`src/rtl/dmc_pkg.sv`:
```
// Package: shared constants and helpers for the decimal matrix code encoder.
// Assumes a two-row logical matrix; column count and symbol width are parameters of the users.
package dmc_pkg;
    localparam int unsigned DMC_ROWS = 2;

    // Width of one horizontal group: a symbol plus its carry bit.
    function automatic int unsigned grp_width(input int unsigned sym_w);
        return sym_w + 1;
    endfunction
endpackage

```
`src/rtl/dmc_hsum.sv`:
```
// Module: horizontal check generator.
// For each logical column, adds the row-0 symbol and the row-1 symbol as unsigned
// integers and keeps the carry, producing one (SYM_W+1)-bit group per column.
// Assumes row 0 occupies the low half of the word and row 1 the high half.
module dmc_hsum #(
    parameter int unsigned SYM_W  = 4,
    parameter int unsigned N_COLS = 8,
    localparam int unsigned DATA_W = SYM_W * N_COLS * dmc_pkg::DMC_ROWS,
    localparam int unsigned GRP_W  = dmc_pkg::grp_width(SYM_W),
    localparam int unsigned H_W    = GRP_W * N_COLS
) (
    input  logic [DATA_W-1:0] data,
    output logic [H_W-1:0]    hchk
);
    // One adder per column, widened by a zero so the carry survives.
    for (genvar c = 0; c < N_COLS; c++) begin : g_col
        logic [GRP_W-1:0] top_sym;
        logic [GRP_W-1:0] bot_sym;
        assign bot_sym = {1'b0, data[c*SYM_W +: SYM_W]};
        assign top_sym = {1'b0, data[(c+N_COLS)*SYM_W +: SYM_W]};
        assign hchk[c*GRP_W +: GRP_W] = bot_sym + top_sym;
    end
endmodule

```
`src/rtl/dmc_vpar.sv`:
```
// Module: vertical check generator.
// Each check bit is the XOR of the two data bits at the same position in the two rows.
// Assumes a two-row layout with row 1 directly above row 0 in the word.
module dmc_vpar #(
    parameter int unsigned HALF_W = 32,
    localparam int unsigned DATA_W = HALF_W * dmc_pkg::DMC_ROWS
) (
    input  logic [DATA_W-1:0] data,
    output logic [HALF_W-1:0] vchk
);
    // One XOR per column bit position.
    for (genvar j = 0; j < HALF_W; j++) begin : g_bit
        assign vchk[j] = data[j] ^ data[j+HALF_W];
    end
endmodule

```
`src/rtl/dmc_stage.sv`:
```
// Module: optional output stage.
// OUT_REG=1 registers the bus, loading only on valid, with synchronous active-low reset.
// OUT_REG=0 passes the bus and valid straight through.
module dmc_stage #(
    parameter int unsigned W       = 136,
    parameter bit          OUT_REG = 1'b1
) (
    input  logic         clk,
    input  logic         rst_n,
    input  logic         in_valid,
    input  logic [W-1:0] in_bus,
    output logic         out_valid,
    output logic [W-1:0] out_bus
);
    if (OUT_REG) begin : g_reg
        // Valid flag register: follows input valid, cleared on reset.
        always_ff @(posedge clk) begin
            if (!rst_n) out_valid <= 1'b0;
            else        out_valid <= in_valid;
        end
        // Codeword register: loads on valid, holds otherwise, cleared on reset.
        always_ff @(posedge clk) begin
            if (!rst_n)        out_bus <= '0;
            else if (in_valid) out_bus <= in_bus;
        end
    end else begin : g_comb
        assign out_valid = in_valid;
        assign out_bus   = in_bus;
    end
endmodule

```
`src/rtl/dmc_encoder.sv`:
```
// Module: decimal matrix code write encoder (top).
// Builds {vertical, horizontal, data} from one data word: horizontal groups are
// unsigned column sums of 4-bit symbols, vertical bits are row-to-row XORs.
// Assumes a two-row logical matrix; data is copied through unchanged (systematic).
module dmc_encoder #(
    parameter int unsigned SYM_W   = 4,
    parameter int unsigned N_COLS  = 8,
    parameter bit          OUT_REG = 1'b1,
    localparam int unsigned DATA_W = SYM_W * N_COLS * dmc_pkg::DMC_ROWS,
    localparam int unsigned HALF_W = DATA_W / dmc_pkg::DMC_ROWS,
    localparam int unsigned H_W    = dmc_pkg::grp_width(SYM_W) * N_COLS,
    localparam int unsigned CW_W   = HALF_W + H_W + DATA_W
) (
    input  logic              clk,
    input  logic              rst_n,
    input  logic              in_valid,
    input  logic [DATA_W-1:0] in_data,
    output logic              out_valid,
    output logic [CW_W-1:0]   out_code
);
    logic [H_W-1:0]    hchk;
    logic [HALF_W-1:0] vchk;
    logic [CW_W-1:0]   code_nxt;

    dmc_hsum #(.SYM_W(SYM_W), .N_COLS(N_COLS)) i_hsum (
        .data (in_data),
        .hchk (hchk)
    );

    dmc_vpar #(.HALF_W(HALF_W)) i_vpar (
        .data (in_data),
        .vchk (vchk)
    );

    // Codeword packing: vertical on top, horizontal next, data in the low bits.
    assign code_nxt = {vchk, hchk, in_data};

    dmc_stage #(.W(CW_W), .OUT_REG(OUT_REG)) i_stage (
        .clk       (clk),
        .rst_n     (rst_n),
        .in_valid  (in_valid),
        .in_bus    (code_nxt),
        .out_valid (out_valid),
        .out_bus   (out_code)
    );
endmodule

```
`config.mk`:
```
export PLATFORM = sky130hd
export DESIGN_NAME = dmc_encoder
export DESIGN_NICKNAME = d
export VERILOG_FILES = /design/src/rtl/dmc_pkg.sv /design/src/rtl/dmc_hsum.sv /design/src/rtl/dmc_vpar.sv /design/src/rtl/dmc_stage.sv /design/src/rtl/dmc_encoder.sv
export SDC_FILE = /design/constraint.sdc
export NUM_CORES = 1
export LEC_CHECK = 0
export ABC_AREA = 1
export BUFFER_PORTS_ARGS = -buffer_cell sky130_fd_sc_hd__buf_2
export CORE_UTILIZATION = 50
export DETAILED_ROUTE_END_ITERATION = 6
export PLACE_DENSITY_LB_ADDON = 0.3
export SYNTH_ARGS = -nofsm -noshare
export SYNTH_HDL_FRONTEND = slang
export SYNTH_SLANG_ARGS = --single-unit
```
`constraint.sdc`:
```
create_clock -name clk -period 1.6 [get_ports clk]
set_input_delay 0.24 -clock clk [delete_from_list [all_inputs] [get_ports clk]]
set_output_delay 0.24 -clock clk [all_outputs]
set_load 0.005 [all_outputs]
```
Yosys cells after proc, flatten, opt, wreduce, memory -nomap -nowiden
Index checks and enable logic that the tools add are counted.

$add $sub $neg: 8. Bitwise gates (word level): 32.

Operators by type and width (count): $add 4x4->5 (8); $xor 1x1->1 (32).

Output and inout port bits: 137. Register bits after elaboration: 137. Input port bits: 67. Word-level logic and storage cells: 42.

Logic depth before layout (Yosys ltp)
Gate-level depths: netlist (run 1).

Depth in word-level cells: 1. Mapped depth: 8. Depth with buffers taken out: 7.

By module
A second synthesis (run 1) with hierarchy kept.

Cells, all modules: 1182. Area, all modules: 7412.1 um2.

Modules (own cells, without submodules): dmc_stage (instances 1, cells an instance 864, seq. area each 2742.6 um2, area an instance 5695.5 um2); dmc_hsum (instances 1, cells an instance 158, seq. area each 0.0 um2, area an instance 1116.1 um2); dmc_vpar (instances 1, cells an instance 160, seq. area each 0.0 um2, area an instance 600.6 um2).

Least setup slack after synthesis (run 1)
No wires, ideal clock.

Path type: input -> register. From: input port in_data[4]. To: register i_stage.out_bus[71]. Slack: 0.327 ns. Setup time: 0.115 ns. Stages: 5. Buffers on the path: 0. Arrival: 1.158 ns. Data required time: 1.485 ns. Path through: ha_1 fa_1 xor2_1 o21ai_0 inv_1.

Longest elaborated chain between the ends: 1.

RTL lines: start: declaration (line dmc_encoder.sv:17) `input logic [DATA_W-1:0] in_data,`; $add 4x4->5 (line dmc_hsum.sv:21) `assign hchk[c*GRP_W +: GRP_W] = bot_sym + top_sym;`; end signal: assignment (line dmc_stage.sv:24) `else if (in_valid) out_bus <= in_bus;`; end: declaration (line dmc_stage.sv:13) `output logic [W-1:0] out_bus`.

Every way passes these cells. A chain may end at the register's enable or synchronous reset.

Worst setup path after layout (run 1)
From: input port in_data[24]. To: register i_stage.out_bus[98].

Same word-level chain as after synthesis.

==> impl_metrics.toml, run 1 <==
[timing]
period_share = 0.726
slew_viol_final = 0
finalHoldViolCount = 0
relSlewSlack = 0.802
fin_setup_tns_ns = 0
skew_ns = 0
setup_viol = 0
fin_hold_ws_ns = 0.0693
worstMarginPinSlew_ns = 0.297
fmax_mhz = 860
timing.final.ws_setup_ns = 0.438
period_needed_ns = 1.16
rsz0062_at_grt = "false"

[run_status]
status = "finished clean"

[finish]
nets = 1010
stdcell_area_sq_um = 7250
synthToLayoutAreaGrowth_pct = 28.4
n_fill_cell = 974
utilization = 0.663
multi_input_area_sq_um = 2540
seq_area_sq_um = 2580
antennaDiodeCount = 0
layout-drive-gt1-share = 0.270

[detailed_routing]
wl_per_cell_um = 13.8
final_antenna_net_count = 0
vias = 5229
route.detailed.drc = 0
first_iter_violations = 351
viasPerCell = 4.95
first_pass_iters = 5
wl_um = 14600

[setup_path]
regToRegStartpoint = "i_stage.out_bus[102]"
criticalPathCategory = "input pin to register"
cpPeakStageDelay_ns = 0.40
cp_slowest_cell = "fa_1"
startpoint = "in_data[24]"
r2r_slack_ns = 0.85
cp-endpoint = "i_stage.out_bus[98]"
rr_endpoint = "i_stage.out_bus[102]"
critPathLaunchType = "input pin"
worstPathRequired_ns = 1.93
path_cells = "buf_2, ha_1, inv_1, fa_1, o21ai_0, nand3_1, a21oi_1"
cp-end-kind = "register"
cp_max_fo = 2
arrival_ns = 1.49
reg2reg_depth = 4

[clocking]
clk_pin_slew_ns = 0.06
cts-root-buf = "clkbuf_16"
cts_made_buffers = 17
clkSinkCount = 129
clk_path_buf_depth = 2
cts_tree = "built"
worstSkewPairLatency_ns = 0.40
post_cts_buffers = 0
cts-htree-levels = 4
cts-resized-gates = 0
postCtsHoldBufs = 0

[floorplanning]
core_sq_um = 10900
die_h_um = 108
rows = 38
die_area_sq_um = 11700
initial_core_util = 0.516
pin_count = 204
die_x_um = 108

[global_route]
globalRouteOverflowTotal = 0
grt_pass1_wl_um = 23400
grt_pass1_vias = 4823
grt_max_degree = 69
grt_use_total = 0.256
antenna_found_initial = 0

[pwr]
irDropWorstVdd_v = 0.000567
leakage_uw = 0.00378
p_per_area_nw_per_um2 = 1180

[placement]
pre_cts_slack_ns = 0.0539
port_buffers = 203
gp_congestion = 0.814
place_area_sq_um = 6680
hpwl_um = 10400

[synthesis]
synth-seq-cells = 129
synth_cell_type_count = 20
syn_inst = 719
yosysWarnings = 0
syn_area_per_cell_sq_um = 7.85
syn-num-nets = 826
seq_area_frac_synth = 0.458
synth_area_sq_um = 5640

[run]
drv_cap = 0

[hold_path]
hp-class = "input pin to register"
## critical path, delay by kind of cell
| kind | cells | cell delay, ns |
|---|---|---|
| AO/OA/AOI/OAI | 2 | 0.40 |
| adder cells (fa/ha/maj) | 2 | 0.59 |
| buffers and inverters | 2 | 0.16 |
| AND/OR/NAND/NOR | 1 | 0.10 |
## power by group
group	total, uW	internal (uW)	leakage [uW]	switching (uW)
Combinational	1270	550	0.00244	715
Clock	3700	2190	0.000270	1510
Sequential	3580	3470	0.00107	115
## cell usage in the layout, fill, tap and decap left out, drive strengths merged, types with 18 or more instances in the layout
cell type  synthesis  routed
buf               35     214
nor2             167     167
dfxtp            129     129
o21ai            120     120
nand2             64      64
inv               59      64
a21oi             49      49
ha                32      32
nand3             25      25
clkbuf            14      18
## worst min path at each step
stage	cells past startpoint	slack, ns	to	from
global placement	2	0.45	i_stage.out_bus[131]	i_stage.out_bus[131]
detailed placement	2	0.45	i_stage.out_bus[127]	i_stage.out_bus[127]
floorplan	2	0.37	i_stage.out_bus[39]	in_data[39]
global route	3	0.06	i_stage.out_bus[30]	in_data[30]
CTS	3	0.06	i_stage.out_bus[30]	in_data[30]
finish	3	0.07	i_stage.out_bus[30]	in_data[30]
## per-stage QoR
stage | std cells | total power [uW]
floorplan | 719 | 4370
global placement | 1024 | 4880
detailed placement | 1024 | 4900
CTS | 1056 | 8590
global route | 1056 | 8940
finish | 1056 | 8550
## layout make-up
| class | instances | share of cell area |
|---|---|---|
| Timing Repair Buffer | 214 | 0.161 |
| Multi-Input combinational cell | 482 | 0.350 |
| Tap cell | 140 | 0.0242 |
| Clock inverter | 14 | 0.0176 |
| Sequential cell | 129 | 0.356 |
| Clock buffer | 18 | 0.0606 |
| Inverter | 59 | 0.0309 |
## flip-flops by register name, summed over array words and instances, names as in the netlist
| register | flops |
|---|---|
| i_stage.out_bus | 128 |
| i_stage.out_valid | 1 |
## logic make-up (layout without fill, tap and decap cells)
group / after synthesis / after routing / share of synthesized area
AOI/OAI and AO/OA: 172 / 172 / 0.153
buffers and inverters: 108 / 305 / 0.0929
DFF: 129 / 129 / 0.458
xor gates and xnor gates: 8 / 8 / 0.0124
adders and majority gates: 40 / 40 / 0.0993
muxes: 3 / 3 / 0.00532
and+or+nand+nor: 259 / 259 / 0.179
## cell usage after synthesis, drive strengths merged
library cell	instances	area (sq um)
nor2	167	627
dfxtp	129	2580
o21ai	120	601
nand2	64	240
inv	59	224
a21oi	49	245
buf	35	248
ha	32	400
nand3	25	125
clkbuf	14	52.6
fa	8	160
xnor2	7	61.3
mux2i	3	30.0
nand4	3	18.8
a31oi	2	12.5
a211oi	1	7.51
xor2	1	8.76
## per-layer routing
metal / global-route usage / vias to the layer above / routed length [um]
li1: - / 2693 / -
met1: 0.342 / 2359 / 6940
met2: 0.399 / 159 / 6560
met3: 0.0675 / 18 / 858
met4: 0.0890 / 0 / 235
met5: 0 / - / 0
Note: power is estimated with default switching activity, not from simulation.
==> run 2, diff against run 1 <==
- clock period: 1.6 -> 1.19 ns (I/O delays scaled with it)
==> impl_metrics.toml, run 2 (synthesis results as in run 1) <==
[floorplanning]
die_x_um = 108
die_h_um = 108
initial_core_util = 0.516
rows = 38
core_sq_um = 10900
die_area_sq_um = 11700
pin_count = 204

[pwr]
sw_frac_of_total = 0.258
leakage_uw = 0.00400
p_per_area_nw_per_um2 = 1560
intPower_uw = 8830
p_total_uw = 11900
irDropWorstVdd_v = 0.00105
seqPwrFrac = 0.405
power.switching_uw = 3070
p_clk_frac = 0.441
combPwrFrac = 0.154

[placement]
place_area_sq_um = 6950
gp_congestion = 0.799
pre_cts_slack_ns = -0.244
port_buffers = 203
hpwl_um = 10800

[setup_path]
cp_max_fo = 3
cp_slowest_cell = "dlygate4sd3_1"
criticalPathCategory = "input pin to register"
path_cells = "dlygate4sd3_1, buf_2, ha_1, inv_1, nand3_1, nand3_1, nand2_1, inv_1"
reg2reg_depth = 4
timing.critical_path.max_delay_family = "buffers and inverters"
cpPeakStageDelay_ns = 0.53
arrival_ns = 1.46
worstPathRequired_ns = 1.51
critPathLaunchType = "input pin"
cp-end-kind = "register"
cp_num_cells = 8
path_buf_inv = 4

[detailed_routing]
first_pass_iters = 5
wl_um = 15200
first_iter_violations = 234
final_antenna_net_count = 0
route.detailed.drc = 0
vias = 5481
wl_per_cell_um = 13.9
viasPerCell = 5.01

[hold_path]
whs_path_depth = 3
hp-class = "input pin to register"

[finish]
largest_reg_flops = 128
stdcell_area_sq_um = 7640
synthToLayoutAreaGrowth_pct = 35.3
antennaDiodeCount = 0
final_common_cell = "buf_2"
reg_top3 = "i_stage.out_bus x128, i_stage.out_valid x1"
top_register = "i_stage.out_bus"
final_cell_mix = "buf_2 (202), nor2_1 (167), dfxtp_1 (129), o21ai_0 (120), nand2_1 (64)"
nets = 1049
layout-drive-gt1-share = 0.294
utilization = 0.698

[run_status]
status = "finished clean"

[clocking]
cts_tree = "built"
cts_made_buffers = 17
cts-htree-levels = 4
clk_pin_slew_ns = 0.05
worstSkewPairLatency_ns = 0.42
post_cts_buffers = 0
clkSinkCount = 129
cts-root-buf = "clkbuf_16"
clk_path_buf_depth = 2

[global_route]
antenna_found_initial = 0
grt_max_degree = 55
grt_use_total = 0.270
grt_pass1_wl_um = 24400
grt_pass1_vias = 5142
globalRouteOverflowTotal = 0

[timing]
skew_ns = 0
fin_setup_tns_ns = 0
slew_viol_final = 0
period_needed_ns = 1.15
rsz0062_at_grt = "false"
setup_viol = 0
fmax_mhz = 873
relSlewSlack = 0.803
period_share = 0.963
timing.final.ws_setup_ns = 0.0439
finalHoldViolCount = 0
worstMarginPinSlew_ns = 0.296

[run]
drv_cap = 0
-- run 2: per-layer routing --
metal,share of wire,vias to the layer above,GRT usage
li1,-,2772,-
met1,0.45,2513,0.339
met2,0.45,164,0.419
met3,0.070,32,0.0868
met4,0.031,0,0.129
met5,0,-,0
-- run 2: layout make-up --
type                            instances  area, sq um
Timing Repair Buffer                  253         1500
Tap cell                              140          175
Multi-Input combinational cell        482         2550
Inverter                               59          224
Sequential cell                       129         2580
Clock buffer                           18          439
Fill cell                             919         3300
Clock inverter                         14          165
-- run 2: power groups by stage --
stage | Clock [uW] | Sequential (uW) | Combinational (uW)
after floorplan | 0 | 4930 | 938
after global placement | 0 | 4890 | 1770
after detailed placement | 0 | 4900 | 1800
after CTS | 5330 | 4820 | 1840
after global routing | 5540 | 4860 | 2070
final | 5260 | 4820 | 1830
-- run 2: per-stage QoR --
stage          hold slack [ns]  instances
6_report               0.00956       1095
5_1_grt                 0.0111       1095
4_1_cts               0.000508       1095
3_5_place_dp             0.427       1056
3_3_place_gp             0.422       1056
2_1_floorplan            0.313        719
-- run 2: what timing repair did --
| item | in CTS | in global routing |
|---|---|---|
| hold endpoints to repair | 7 | 0 |
| hold buffers | 7 | 0 |
| resized for setup | 0 | 1 |
| setup endpoints to repair | 0 | 1 |
-- run 2: final timing paths --
kind	start	endpoint	slack (ns)
min	in_data[6]	i_stage.out_bus[6]	0.01
max reg2reg	i_stage.out_bus[97]	i_stage.out_bus[97]	0.48
min reg2reg	i_stage.out_bus[135]	i_stage.out_bus[135]	0.46
max	in_data[15]	i_stage.out_bus[82]	0.04
-- run 2: worst register-to-register path, delay by kind of cell, from the launching register on --
family	cells	cell delay, ns
and+or+nand+nor	3	0.16
DFF	1	0.31
AOI/OAI and AO/OA	1	0.14
==> run 3, diff against run 2 <==
- PLACE_DENSITY: default -> 0.8
- PLACE_DENSITY_LB_ADDON: 0.3 -> default
- SKIP_LAST_GASP: default -> 1
==> impl_metrics.toml, run 3 (synthesis results as in run 1) <==
[detailed_routing]
wl_per_cell_um = 14.1
vias = 5450
wl_um = 15300
viasPerCell = 5.03
first_iter_violations = 381
route.detailed.drc = 0
first_pass_iters = 4
final_antenna_net_count = 0

[setup_path]
criticalPathCategory = "register to primary output"
cp_max_fo = 3
path_cells = "buf_2"
cp_slowest_cell = "dfxtp_1"
cpPeakStageDelay_ns = 0.39
worstPathRequired_ns = 1.01
critPathLaunchType = "register"
path_buf_inv = 1
timing.critical_path.max_delay_family = "flip-flops"
cp-end-kind = "primary output"
arrival_ns = 0.93

[global_route]
grt_pass1_wl_um = 24500
grt_pass1_vias = 5225
antenna_found_initial = 0
globalRouteOverflowTotal = 0
grt_use_total = 0.268
grt_max_degree = 56

[clocking]
post_cts_buffers = 0
cts-htree-levels = 4
cts_made_buffers = 17
cts_tree = "built"
cts-resized-gates = 0
clk_path_buf_depth = 2
clkSinkCount = 129
clk_pin_slew_ns = 0.06
cts-root-buf = "clkbuf_16"
worstSkewPairLatency_ns = 0.40
postCtsHoldBufs = 0

[timing]
period_needed_ns = 1.11
worstMarginPinSlew_ns = 0.281
finalHoldViolCount = 0
slew_viol_final = 0
skew_ns = 0
fmax_mhz = 899
setup_viol = 0
period_share = 0.935
relSlewSlack = 0.812
rsz0062_at_grt = "false"

[floorplanning]
die_area_sq_um = 11700
die_h_um = 108
pin_count = 204
die_x_um = 108
rows = 38
initial_core_util = 0.516
core_sq_um = 10900

[pwr]
leakage_uw = 0.00394
irDropWorstVdd_v = 0.00114
p_per_area_nw_per_um2 = 1550
p_total_uw = 11700

[placement]
gp_congestion = 0.821
hpwl_um = 11000
place_inst = 1053
port_buffers = 203

[run]
drv_cap = 0

[finish]
synthToLayoutAreaGrowth_pct = 33.1
instances_no_fill = 1084
largest_reg_flops = 128
top_register = "i_stage.out_bus"
nets = 1039
final_cell_mix = "buf_2 (202), nor2_1 (167), dfxtp_1 (129), o21ai_0 (120), nand2_1 (64)"
antennaDiodeCount = 0
reg_top3 = "i_stage.out_bus x128, i_stage.out_valid x1"
final_common_cell = "buf_2"
layout-drive-gt1-share = 0.290

[hold_path]
hp-class = "input pin to register"

[run_status]
status = "finished clean"
-- run 3: cell count changes in the layout (fill, tap and decap cells not counted), sizes merged --
cell,delta
buf,-3
bufinv,-1
clkbuf,+3
clkinv,-4
clkinvlp,+1
dlygate4sd3,-7
-- run 3: layout make-up --
class                   instances  area, sq um
clock buffers                  21          460
clock inverters                10          111
fillers                       934         3420
inverters                      59          224
multi-input cells             482         2540
flip-flops and latches        129         2580
well taps                     140          175
repair buffers                243         1420
-- run 3: metal layers --
layer	up-vias	wire length [um]	track usage
met5	-	0	0
met3	24	875	0.0639
met2	151	7600	0.461
met1	2531	6580	0.322
met4	0	244	0.106
li1	2744	-	-
-- run 3: final timing paths --
| path | slack, ns | depth (start not counted) | end | start |
|---|---|---|---|---|
| setup / recovery | 0.08 | 1 | out_code[120] | i_stage.out_bus[120] |
| setup reg to reg | 0.44 | 4 | i_stage.out_bus[91] | i_stage.out_bus[91] |
| hold reg to reg | 0.46 | 2 | i_stage.out_bus[131] | i_stage.out_bus[131] |
| hold / removal | 0.01 | 3 | i_stage.out_bus[28] | in_data[28] |
-- run 3: power by group --
part           switching [uW]  leakage, uW  internal (uW)
logic                     997      0.00259            822
clock network            1860     0.000275           3170
registers                 158      0.00107           4660
total                    3010      0.00394           8650
-- run 3: metrics by stage --
step           instance area [sq um]  setup WS (ns)   util  TNS [ns]  hold slack (ns)
3_5_place_dp                    6940         -0.203  0.635     -2.62            0.426
2_1_floorplan                   5650        0.00933      -         0            0.313
3_3_place_gp                    6940         -0.172  0.635     -2.05            0.421
6_report                        7510         0.0777  0.687         0           0.0125
4_1_cts                         7510         0.0686  0.687         0          0.00185
5_1_grt                         7510         0.0358  0.687         0           0.0151
